==> src/rtl/ifd_pkg.sv <==
package ifd_pkg;
  localparam int INSN_W    = 16;
  localparam int LOW_W     = 14;
  localparam int RF_W      = 4;
  localparam int IMM_W     = 8;
  localparam int OFF_FLD_W = 10;
  localparam int OFF_W     = OFF_FLD_W + 1;
  localparam int COND_W    = 4;
  localparam int OPC_W     = 8;
  localparam int LEN_W     = 3;
  localparam int COND_LAST = 9;
  localparam logic [LEN_W-1:0] SHORT_LEN = 3'd2;
  localparam logic [LEN_W-1:0] LONG_LEN  = 3'd6;

  typedef enum logic [1:0] {
    FORM_PRIM = 2'd0,
    FORM_IMM  = 2'd1,
    FORM_BR   = 2'd2
  } form_e;

  typedef enum logic [4:0] {
    CLS_NOP    = 5'd0,
    CLS_LDI    = 5'd1,
    CLS_MOV    = 5'd2,
    CLS_CALL   = 5'd3,
    CLS_RET    = 5'd4,
    CLS_ALU    = 5'd5,
    CLS_PUSH   = 5'd6,
    CLS_POP    = 5'd7,
    CLS_LOAD   = 5'd8,
    CLS_STORE  = 5'd9,
    CLS_CMP    = 5'd10,
    CLS_JUMP   = 5'd11,
    CLS_TRAP   = 5'd12,
    CLS_INC    = 5'd13,
    CLS_DEC    = 5'd14,
    CLS_SRD    = 5'd15,
    CLS_SWR    = 5'd16,
    CLS_BRANCH = 5'd17
  } opcls_e;

  typedef enum logic [3:0] {
    FN_NONE = 4'd0,  FN_ADD = 4'd1,  FN_SUB  = 4'd2,  FN_AND = 4'd3,
    FN_OR   = 4'd4,  FN_XOR = 4'd5,  FN_SHL  = 4'd6,  FN_SHR = 4'd7,
    FN_SAR  = 4'd8,  FN_NEG = 4'd9,  FN_NOT  = 4'd10, FN_MUL = 4'd11,
    FN_DIV  = 4'd12, FN_UDIV = 4'd13, FN_MOD = 4'd14, FN_UMOD = 4'd15
  } fn_e;

  typedef enum logic [1:0] {
    SZ_WORD = 2'd0,
    SZ_BYTE = 2'd1,
    SZ_HALF = 2'd2
  } size_e;

  typedef struct packed {
    opcls_e cls;
    fn_e    fn;
    size_e  sz;
    logic   ext;
    logic   ok;
  } prim_info_t;

  typedef struct packed {
    form_e               form;
    opcls_e              cls;
    fn_e                 fn;
    size_e               sz;
    logic [RF_W-1:0]     ra;
    logic [RF_W-1:0]     rb;
    logic [IMM_W-1:0]    imm;
    logic [OFF_W-1:0]    boff;
    logic [COND_W-1:0]   cond;
    logic                ext;
    logic                bad;
  } dec_t;

  // Primary opcode table: class, function, size, trailing word, legality.
  function automatic prim_info_t prim_lookup(input logic [OPC_W-1:0] code);
    prim_info_t r;
    r = '{CLS_NOP, FN_NONE, SZ_WORD, 1'b0, 1'b0};
    case (code)
      8'h00: r = '{CLS_NOP,   FN_NONE, SZ_WORD, 1'b0, 1'b1};
      8'h01: r = '{CLS_LDI,   FN_NONE, SZ_WORD, 1'b1, 1'b1};
      8'h02: r = '{CLS_MOV,   FN_NONE, SZ_WORD, 1'b0, 1'b1};
      8'h03: r = '{CLS_CALL,  FN_NONE, SZ_WORD, 1'b1, 1'b1};
      8'h04: r = '{CLS_RET,   FN_NONE, SZ_WORD, 1'b0, 1'b1};
      8'h05: r = '{CLS_ALU,   FN_ADD,  SZ_WORD, 1'b0, 1'b1};
      8'h06: r = '{CLS_PUSH,  FN_NONE, SZ_WORD, 1'b0, 1'b1};
      8'h07: r = '{CLS_POP,   FN_NONE, SZ_WORD, 1'b0, 1'b1};
      8'h08: r = '{CLS_LOAD,  FN_NONE, SZ_WORD, 1'b1, 1'b1};
      8'h09: r = '{CLS_STORE, FN_NONE, SZ_WORD, 1'b1, 1'b1};
      8'h0A: r = '{CLS_LOAD,  FN_NONE, SZ_WORD, 1'b0, 1'b1};
      8'h0B: r = '{CLS_STORE, FN_NONE, SZ_WORD, 1'b0, 1'b1};
      8'h0C: r = '{CLS_LOAD,  FN_NONE, SZ_WORD, 1'b1, 1'b1};
      8'h0D: r = '{CLS_STORE, FN_NONE, SZ_WORD, 1'b1, 1'b1};
      8'h0E: r = '{CLS_CMP,   FN_NONE, SZ_WORD, 1'b0, 1'b1};
      8'h19: r = '{CLS_CALL,  FN_NONE, SZ_WORD, 1'b0, 1'b1};
      8'h1A: r = '{CLS_JUMP,  FN_NONE, SZ_WORD, 1'b1, 1'b1};
      8'h1B: r = '{CLS_LDI,   FN_NONE, SZ_BYTE, 1'b1, 1'b1};
      8'h1C: r = '{CLS_LOAD,  FN_NONE, SZ_BYTE, 1'b0, 1'b1};
      8'h1D: r = '{CLS_LOAD,  FN_NONE, SZ_BYTE, 1'b1, 1'b1};
      8'h1E: r = '{CLS_STORE, FN_NONE, SZ_BYTE, 1'b0, 1'b1};
      8'h1F: r = '{CLS_STORE, FN_NONE, SZ_BYTE, 1'b1, 1'b1};
      8'h20: r = '{CLS_LDI,   FN_NONE, SZ_HALF, 1'b1, 1'b1};
      8'h21: r = '{CLS_LOAD,  FN_NONE, SZ_HALF, 1'b0, 1'b1};
      8'h22: r = '{CLS_LOAD,  FN_NONE, SZ_HALF, 1'b1, 1'b1};
      8'h23: r = '{CLS_STORE, FN_NONE, SZ_HALF, 1'b0, 1'b1};
      8'h24: r = '{CLS_STORE, FN_NONE, SZ_HALF, 1'b1, 1'b1};
      8'h25: r = '{CLS_JUMP,  FN_NONE, SZ_WORD, 1'b0, 1'b1};
      8'h26: r = '{CLS_ALU,   FN_AND,  SZ_WORD, 1'b0, 1'b1};
      8'h27: r = '{CLS_ALU,   FN_SHR,  SZ_WORD, 1'b0, 1'b1};
      8'h28: r = '{CLS_ALU,   FN_SHL,  SZ_WORD, 1'b0, 1'b1};
      8'h29: r = '{CLS_ALU,   FN_SUB,  SZ_WORD, 1'b0, 1'b1};
      8'h2A: r = '{CLS_ALU,   FN_NEG,  SZ_WORD, 1'b0, 1'b1};
      8'h2B: r = '{CLS_ALU,   FN_OR,   SZ_WORD, 1'b0, 1'b1};
      8'h2C: r = '{CLS_ALU,   FN_NOT,  SZ_WORD, 1'b0, 1'b1};
      8'h2D: r = '{CLS_ALU,   FN_SAR,  SZ_WORD, 1'b0, 1'b1};
      8'h2E: r = '{CLS_ALU,   FN_XOR,  SZ_WORD, 1'b0, 1'b1};
      8'h2F: r = '{CLS_ALU,   FN_MUL,  SZ_WORD, 1'b0, 1'b1};
      8'h30: r = '{CLS_TRAP,  FN_NONE, SZ_WORD, 1'b1, 1'b1};
      8'h31: r = '{CLS_ALU,   FN_DIV,  SZ_WORD, 1'b0, 1'b1};
      8'h32: r = '{CLS_ALU,   FN_UDIV, SZ_WORD, 1'b0, 1'b1};
      8'h33: r = '{CLS_ALU,   FN_MOD,  SZ_WORD, 1'b0, 1'b1};
      8'h34: r = '{CLS_ALU,   FN_UMOD, SZ_WORD, 1'b0, 1'b1};
      8'h35: r = '{CLS_TRAP,  FN_NONE, SZ_WORD, 1'b0, 1'b1};
      8'h36: r = '{CLS_LOAD,  FN_NONE, SZ_BYTE, 1'b1, 1'b1};
      8'h37: r = '{CLS_STORE, FN_NONE, SZ_BYTE, 1'b1, 1'b1};
      8'h38: r = '{CLS_LOAD,  FN_NONE, SZ_HALF, 1'b1, 1'b1};
      8'h39: r = '{CLS_STORE, FN_NONE, SZ_HALF, 1'b1, 1'b1};
      default: r = '{CLS_NOP, FN_NONE, SZ_WORD, 1'b0, 1'b0};
    endcase
    return r;
  endfunction

  // Signed 10-bit halfword count -> signed 11-bit byte offset.
  function automatic logic [OFF_W-1:0] branch_offset(input logic [OFF_FLD_W-1:0] f);
    return {f, 1'b0};
  endfunction

  function automatic logic writes_reg(input opcls_e c);
    case (c)
      CLS_LDI, CLS_MOV, CLS_ALU, CLS_LOAD, CLS_POP,
      CLS_INC, CLS_DEC, CLS_SRD: return 1'b1;
      default:                   return 1'b0;
    endcase
  endfunction
endpackage

==> src/rtl/ifd_prim_dec.sv <==
module ifd_prim_dec
  import ifd_pkg::*;
(
  input  logic [INSN_W-1:0] word,
  output dec_t              dec
);
  prim_info_t info;

  always_comb begin
    info       = prim_lookup(word[INSN_W-1 -: OPC_W]);
    dec        = '0;
    dec.form   = FORM_PRIM;
    dec.cls    = info.cls;
    dec.fn     = info.fn;
    dec.sz     = info.sz;
    dec.ra     = word[2*RF_W-1:RF_W];
    dec.rb     = word[RF_W-1:0];
    dec.ext    = info.ext;
    dec.bad    = ~info.ok;
  end
endmodule

==> src/rtl/ifd_imm_dec.sv <==
module ifd_imm_dec
  import ifd_pkg::*;
(
  input  logic [LOW_W-1:0] word,
  output dec_t             dec
);
  always_comb begin
    dec      = '0;
    dec.form = FORM_IMM;
    dec.ra   = word[IMM_W+RF_W-1:IMM_W];
    dec.imm  = word[IMM_W-1:0];
    unique case (word[LOW_W-1:LOW_W-2])
      2'd0: begin dec.cls = CLS_INC; dec.fn = FN_ADD; end
      2'd1: begin dec.cls = CLS_DEC; dec.fn = FN_SUB; end
      2'd2: dec.cls = CLS_SRD;
      default: dec.cls = CLS_SWR;
    endcase
  end
endmodule

==> src/rtl/ifd_br_dec.sv <==
module ifd_br_dec
  import ifd_pkg::*;
(
  input  logic [LOW_W-1:0] word,
  output dec_t             dec
);
  logic [COND_W-1:0] cnum;
  assign cnum = word[LOW_W-1 -: COND_W];

  always_comb begin
    dec      = '0;
    dec.form = FORM_BR;
    dec.cls  = CLS_BRANCH;
    dec.cond = cnum;
    dec.boff = branch_offset(word[OFF_FLD_W-1:0]);
    dec.bad  = (cnum > COND_W'(COND_LAST));
  end
endmodule

==> src/rtl/insn_fmt_decoder.sv <==
module insn_fmt_decoder
  import ifd_pkg::*;
(
  input  logic                 clk,
  input  logic                 rst_n,
  input  logic                 in_valid,
  input  logic [INSN_W-1:0]    insn,
  output logic                 out_valid,
  output logic [1:0]           form,
  output logic [4:0]           op,
  output logic [3:0]           func,
  output logic [1:0]           mem_size,
  output logic [RF_W-1:0]      reg_a,
  output logic [RF_W-1:0]      reg_b,
  output logic [IMM_W-1:0]     imm8,
  output logic [OFF_W-1:0]     br_off,
  output logic [COND_W-1:0]    cond,
  output logic [LEN_W-1:0]     len_bytes,
  output logic                 illegal,
  output logic                 wr_en
);
  dec_t  d_prim, d_imm, d_br, d_pick, d_fin;
  form_e sel_form;
  logic  raw_bad;
  logic  wr_c;

  ifd_prim_dec u_prim (.word(insn),              .dec(d_prim));
  ifd_imm_dec  u_imm  (.word(insn[LOW_W-1:0]),   .dec(d_imm));
  ifd_br_dec   u_br   (.word(insn[LOW_W-1:0]),   .dec(d_br));

  // Form select from the two top bits.
  always_comb begin
    if (!insn[INSN_W-1])      sel_form = FORM_PRIM;
    else if (!insn[INSN_W-2]) sel_form = FORM_IMM;
    else                      sel_form = FORM_BR;
  end

  always_comb begin
    unique case (sel_form)
      FORM_PRIM: d_pick = d_prim;
      FORM_IMM:  d_pick = d_imm;
      default:   d_pick = d_br;
    endcase
  end

  assign raw_bad = d_pick.bad;

  // Illegal words collapse to a harmless no-op.
  always_comb begin
    d_fin = d_pick;
    if (raw_bad) begin
      d_fin.cls = CLS_NOP;
      d_fin.fn  = FN_NONE;
      d_fin.sz  = SZ_WORD;
      d_fin.ext = 1'b0;
    end
  end

  assign wr_c = writes_reg(d_fin.cls);

  always_ff @(posedge clk or negedge rst_n) begin
    if (!rst_n) begin
      out_valid <= 1'b0;
      form      <= '0;
      op        <= '0;
      func      <= '0;
      mem_size  <= '0;
      reg_a     <= '0;
      reg_b     <= '0;
      imm8      <= '0;
      br_off    <= '0;
      cond      <= '0;
      len_bytes <= '0;
      illegal   <= 1'b0;
      wr_en     <= 1'b0;
    end else begin
      out_valid <= in_valid;
      if (in_valid) begin
        form      <= d_fin.form;
        op        <= d_fin.cls;
        func      <= d_fin.fn;
        mem_size  <= d_fin.sz;
        reg_a     <= d_fin.ra;
        reg_b     <= d_fin.rb;
        imm8      <= d_fin.imm;
        br_off    <= d_fin.boff;
        cond      <= d_fin.cond;
        len_bytes <= d_fin.ext ? LONG_LEN : SHORT_LEN;
        illegal   <= raw_bad;
        wr_en     <= wr_c;
      end
    end
  end
endmodule

==> config.mk <==
export PLATFORM = sky130hd
export DESIGN_NAME = insn_fmt_decoder
export DESIGN_NICKNAME = d
export VERILOG_FILES = /design/src/rtl/ifd_pkg.sv /design/src/rtl/ifd_prim_dec.sv /design/src/rtl/ifd_imm_dec.sv /design/src/rtl/ifd_br_dec.sv /design/src/rtl/insn_fmt_decoder.sv
export SDC_FILE = /design/constraint.sdc
export NUM_CORES = 1
export LEC_CHECK = 0
export BUFFER_PORTS_ARGS = -buffer_cell sky130_fd_sc_hd__clkbuf_2
export CAP_MARGIN = 10
export CELL_PAD_IN_SITES_DETAIL_PLACEMENT = 1
export CELL_PAD_IN_SITES_GLOBAL_PLACEMENT = 1
export CORE_AREA = 5 5 90 101
export CTS_CLUSTER_SIZE = 8
export DETAILED_ROUTE_END_ITERATION = 16
export DIE_AREA = 0 0 95 106
export PLACE_DENSITY = 0.81
export REMOVE_ABC_BUFFERS = 1
export SYNTH_ARGS = -nofsm -noshare
export SYNTH_HDL_FRONTEND = slang
export SYNTH_SLANG_ARGS = --single-unit
==> constraint.sdc <==
create_clock -name clk -period 0.8 [get_ports clk]
set_input_delay 0.2 -clock clk [delete_from_list [all_inputs] [get_ports clk]]
set_output_delay 0.2 -clock clk [all_outputs]
set_load 0.1 [all_outputs]
Word level (Yosys, flattened, before mapping)
Memory sizes are Yosys's and may differ from the RTL's.
Cells that the tools add are included.
{ "word_totals": {"reg_bits": 50, "mem_count": 2, "output_inout_bits": 50, "wordCells": 33, "mem_bits_ro": 784} }
{ "op_classes": {"n_reduce_logical": 3, "eq_ne": 3, "magnitude_cmp": 1, "muxes": 10, "bitwise_logic": 1} }
{ "mem_list": {"columns": ["memory", "depth", "word_bits", "read_ports", "rd_ports_with_merged_regs", "write_ports", "line", "source"], "rows": [
  ["(no name shown)", 64, 12, 1, 0, 0, "ifd_pkg.sv:81", "case (code)"],
  ["(no name shown)", 16, 1, 1, 0, 0, "ifd_pkg.sv:141", "case (c)"]
]} }
{ "ops": {"columns": ["operator", "count"], "rows": [
  ["$pmux W46 S2", 1],
  ["$pmux W5 S3", 1],
  ["$mux W13", 1],
  ["$mux W11", 1],
  ["$logic_not A2 Y1", 3],
  ["$eq A2 B1 Y1 const B", 2],
  ["$gt A4 B4 Y1 const B", 1],
  ["$mux W2", 2],
  ["$pmux W2 S2", 1],
  ["$mux W3", 1],
  ["$eq A2 B2 Y1 const B", 1],
  ["$mux W1", 2],
  ["$not A1 Y1", 1]
]} }

Longest topological paths before layout
An unclocked memory read counts as a cell.
{ "depth": {"depth_word": 7, "depth_mapped": 12, "depth_no_buf": 11} }

Modules after synthesis
From an unflattened synthesis, not the netlist that was laid out.
{ "hier_totals": {"cells_unflattened": 516, "hier_area_um2": 4519.3} }
{ "modules_own_cells": {"columns": ["mod", "cells_per_inst", "seq_area_each_um2", "n_inst", "area_per_inst_um2"], "rows": [
  ["insn_fmt_decoder", 281, 1226.2, 1, 2864.0],
  ["ifd_prim_dec", 136, 0.0, 1, 910.9],
  ["ifd_imm_dec", 51, 0.0, 1, 391.6],
  ["ifd_br_dec", 48, 0.0, 1, 352.8]
]} }

Worst setup path before layout
No wires, ideal clock.
{ "synth_path": {"kind": "input -> register", "from": "input port insn[9]", "to": "register wr_en", "stages": 12, "arrival_time_ps": 2266, "slack_ps": -1597, "path_buffers": 1, "setup_time_ps": 131, "cell_sequence": "buf_2 -> inv_1 -> ha_1 -> and2b_1 -> a221oi_2 -> o32ai_1 -> o31ai_2 -> o211ai_1 -> ha_1 -> nand2b_1 -> o211ai_1 -> o211ai_2"} }
{ "synth_via": {"elab_chain_len": 7} }
{ "synth_lines": {"columns": ["element", "line", "source"], "rows": [
  ["from (decl)", "insn_fmt_decoder.sv:7", "input logic [INSN_W-1:0] insn,"],
  ["$mem_v2 Z64 W12 *", null, null],
  ["$mux W13 *", "ifd_pkg.sv:81", null],
  ["$not A1 Y1", "ifd_prim_dec.sv:19", "dec.bad = ~info.ok;"],
  ["$pmux W46 S2 *", "insn_fmt_decoder.sv:39", "unique case (sel_form)"],
  ["$mux W11 *", "insn_fmt_decoder.sv:51", "if (raw_bad) begin"],
  ["$mem_v2 Z16 W1", null, null],
  ["$mux W1 *", "ifd_pkg.sv:141", null],
  ["to (signal assigned)", "insn_fmt_decoder.sv:90", "wr_en <= wr_c;"],
  ["to (decl)", "insn_fmt_decoder.sv:20", "output logic wr_en"]
]} }
Every way passes the cells marked *; elsewhere a longest branch is shown, timed or not.
A chain may end at the register's enable or synchronous reset.

Worst setup path after layout
{ "layout_path": {"from": "input port insn[8]", "to": "register wr_en"} }
The elaborated chain is that of the path after synthesis.

==> results.json <==
{
  "outcome": "complete, but fails checks",
  "failed_checks": "setup timing",
  "clk_latency_ns": 0.33,
  "end_kind": "register",
  "start_util": 0.346,
  "grt-ovfl-total": 0,
  "crit_required_ns": 1.01,
  "synth.avg_cell_area_um2": 9.49,
  "die_w_um": 95,
  "clkTransAtPathRegs_ns": 0.11,
  "place_hpwl_mm": 8.11,
  "synth_cells": 294,
  "synth-seq-area-share": 0.430,
  "drt_iter0_markers": 508,
  "arrival_ns": 2.40,
  "fp-row-count": 35,
  "tns_ns": -32.52,
  "drive_above_1_share": 0.600,
  "gp_congestion": 0.896,
  "port_buffers": 66,
  "path_max_fanout": 3,
  "wire_per_inst_um": 32.0,
  "antenna_cells": 0,
  "die_area_mm2": 0.0101,
  "postPlaceCellArea_mm2": 0.00440,
  "vias": 3599,
  "final_cells": 584,
  "hp-class": "in -> reg",
  "cts.sinks": 48,
  "synthTopCellsByArea": "dfrtp_1 (43%), ha_1 (4.9%), a22o_1 (4.7%)",
  "fmax_ghz": 0.457,
  "grt_max_degree": 49,
  "startpoint_type": "input port",
  "met3_usage": 0.0538,
  "cts_root_buf": "clkbuf_8",
  "core_area_mm2": 0.00806,
  "setup_viol": 93,
  "power_density_mw_per_mm2": 1560,
  "fin_skew_ns": 0,
  "drv_cap": 0,
  "rsz0062_at_grt": "yes",
  "grt_use_total": 0.307,
  "stdcell_area_mm2": 0.00580,
  "grt.met2_usage": 0.550,
  "first_pass_iters": 5,
  "place_inst": 516,
  "cts_made_buffers": 5,
  "ys_types": 54,
  "yosysWarnings": 0,
  "synth_edf_count": 0,
  "finalCritPeriodShare": 2.73,
  "grt.met1_usage": 0.337,
  "cts_tree": "done",
  "grt_busiest_layer": "met2",
  "hold_viol_final": 0,
  "viasPerCell": 6.16,
  "syn_area_mm2": 0.00279,
  "leakage_uw": 0.00260,
  "ctsLongestPathBuffers": 2,
  "first_global_vias": 3643,
  "die_h_um": 106,
  "vdd_drop_max_mv": 0.960,
  "fin_ws_ns": -1.39,
  "cts_max_level": 2,
  "final_max_slew_viol_count": 0,
  "synthFlopType": "dfrtp_1",
  "synth_top_area_frac": 0.430,
  "setup.worst_path.class": "in -> reg",
  "yosysTopAreaCell": "dfrtp_1",
  "nets": 502,
  "ios": 69,
  "async_flop_share": 1.00,
  "antenna_left": 0,
  "synth-seq-cells": 48,
  "min_period_ns": 2.19,
  "antenna_found_initial": 0,
  "syn_to_final_growth_pct": 108,
  "grt_pass1_wl_mm": 22.7,
  "finalPower_uw": 9060,
  "routed_wl_mm": 18.7,
  "drc": 0
}
==> per-layer routing <==
| metal | share of wire | vias to the layer above |
|---|---|---|
| met1 | 0.37 | 1811 |
| met5 | 0 | - |
| li1 | - | 1409 |
| met2 | 0.49 | 269 |
| met3 | 0.068 | 110 |
| met4 | 0.075 | 0 |
==> worst max-delay path, stage by stage <==
cell and delay, ns:
clkbuf_16 0.13, inv_8 0.06, ha_4 0.21, and2b_1 0.17, a221oi_2 0.27, o32ai_2 0.12
o31ai_2 0.26, o211ai_1 0.21, ha_1 0.33, nand2b_1 0.17, o211ai_1 0.15, o211ai_2 0.11
==> area by class of cell <==
| cell class | count | area (µm²) |
|---|---|---|
| Timing Repair Buffer | 196 | 2410 |
| Inverter | 16 | 108 |
| Clock buffer | 6 | 82.6 |
| Multi-Input combinational cell | 205 | 1840 |
| Tap cell | 111 | 139 |
| Fill cell | 782 | 2260 |
| Sequential cell | 48 | 1200 |
| Clock inverter | 2 | 15.0 |
==> cells by family after synthesis <==
group                    after synthesis  share of synthesized area
AO/OA/AOI/OAI                         95                      0.254
XOR/XNOR                               3                    0.00941
adder cells (fa/ha/maj)               11                     0.0493
buffers and inverters                 42                     0.0735
flip-flops                            48                      0.430
multiplexers                           9                     0.0354
other                                  1                    0.00134
AND/OR/NAND/NOR                       85                      0.147
==> what timing repair did <==
action,CTS,global route
buffers inserted,35,38
endpoints found under the hold margin,48,0
pin swaps,34,32
setup endpoints to repair,84,93
gates resized for setup,115,90
cloned,1,0
hold buffers,1,0
==> metrics by stage <==
step | hold WS [ns] | utilization | setup slack (ns)
5_1_grt | 0.142 | 0.720 | -1.49
6_report | 0.142 | 0.720 | -1.39
2_1_floorplan | -0.0956 | - | -1.41
4_1_cts | 0.150 | 0.652 | -1.23
3_5_place_dp | 0.216 | 0.546 | -1.69
3_3_place_gp | 0.204 | 0.546 | -1.60
==> synth_stat cells (all sizes together), types with 2 or more instances <==
cell,count
dfrtp,48
o2bb2ai,12
a22oi,2
a221oi,4
a31o,2
o211ai,4
nand4,2
o221ai,2
or2,2
ha,11
nand3,3
nand2b,7
nand3b,4
mux2,4
a21oi,20
buf,15
nor2,24
a22o,15
nor2b,2
xnor2,3
nor3,7
inv,16
o2111ai,2
a2bb2oi,3
a21o,2
clkbuf,11
nand2,27
mux2i,5
a31oi,2
o21ai,17
==> path summary, 6_finish.rpt <==
check / endpoint / from / slack [ns] / depth (start not counted)
max: wr_en / insn[8] / -1.39 / 12
min in group asynchronous: reg_a[1] / rst_n / 0.42 / 3
min reg2reg: form[1] / form[1] / 0.58 / 1
max reg2reg: reg_b[3] / reg_b[3] / -0.25 / 3
max in group asynchronous: br_off[10] / rst_n / 0.13 / 3
min: imm8[7] / insn[7] / 0.14 / 3
==> layout by cell type, fill, tap and decap left out, types with 8 or more instances in the layout <==
| master | instances |
|---|---|
| a22o_1 | 15 |
| buf_4 | 69 |
| a21oi_1 | 8 |
| dfrtp_1 | 46 |
| nand2_1 | 24 |
| nor2_1 | 20 |
| clkbuf_2 | 9 |
| buf_6 | 53 |
| buf_12 | 52 |
| a21oi_2 | 11 |
==> report_power, final <==
group	switching, µW	internal [µW]	total (µW)
clock network	1020	704	1720
logic	2690	1790	4480
registers	257	2590	2850
total	3970	5090	9060
==> state kept, by name, indices dropped and copies added, names as in the netlist <==
signal / count
illegal: 1
wr_en: 1
len_bytes: 2
cond: 4
out_valid: 1
mem_size: 2
func: 4
imm8: 8
form: 2
reg_a: 4
br_off: 10
op: 5
reg_b: 4
Power figures use the tool's default switching activity.
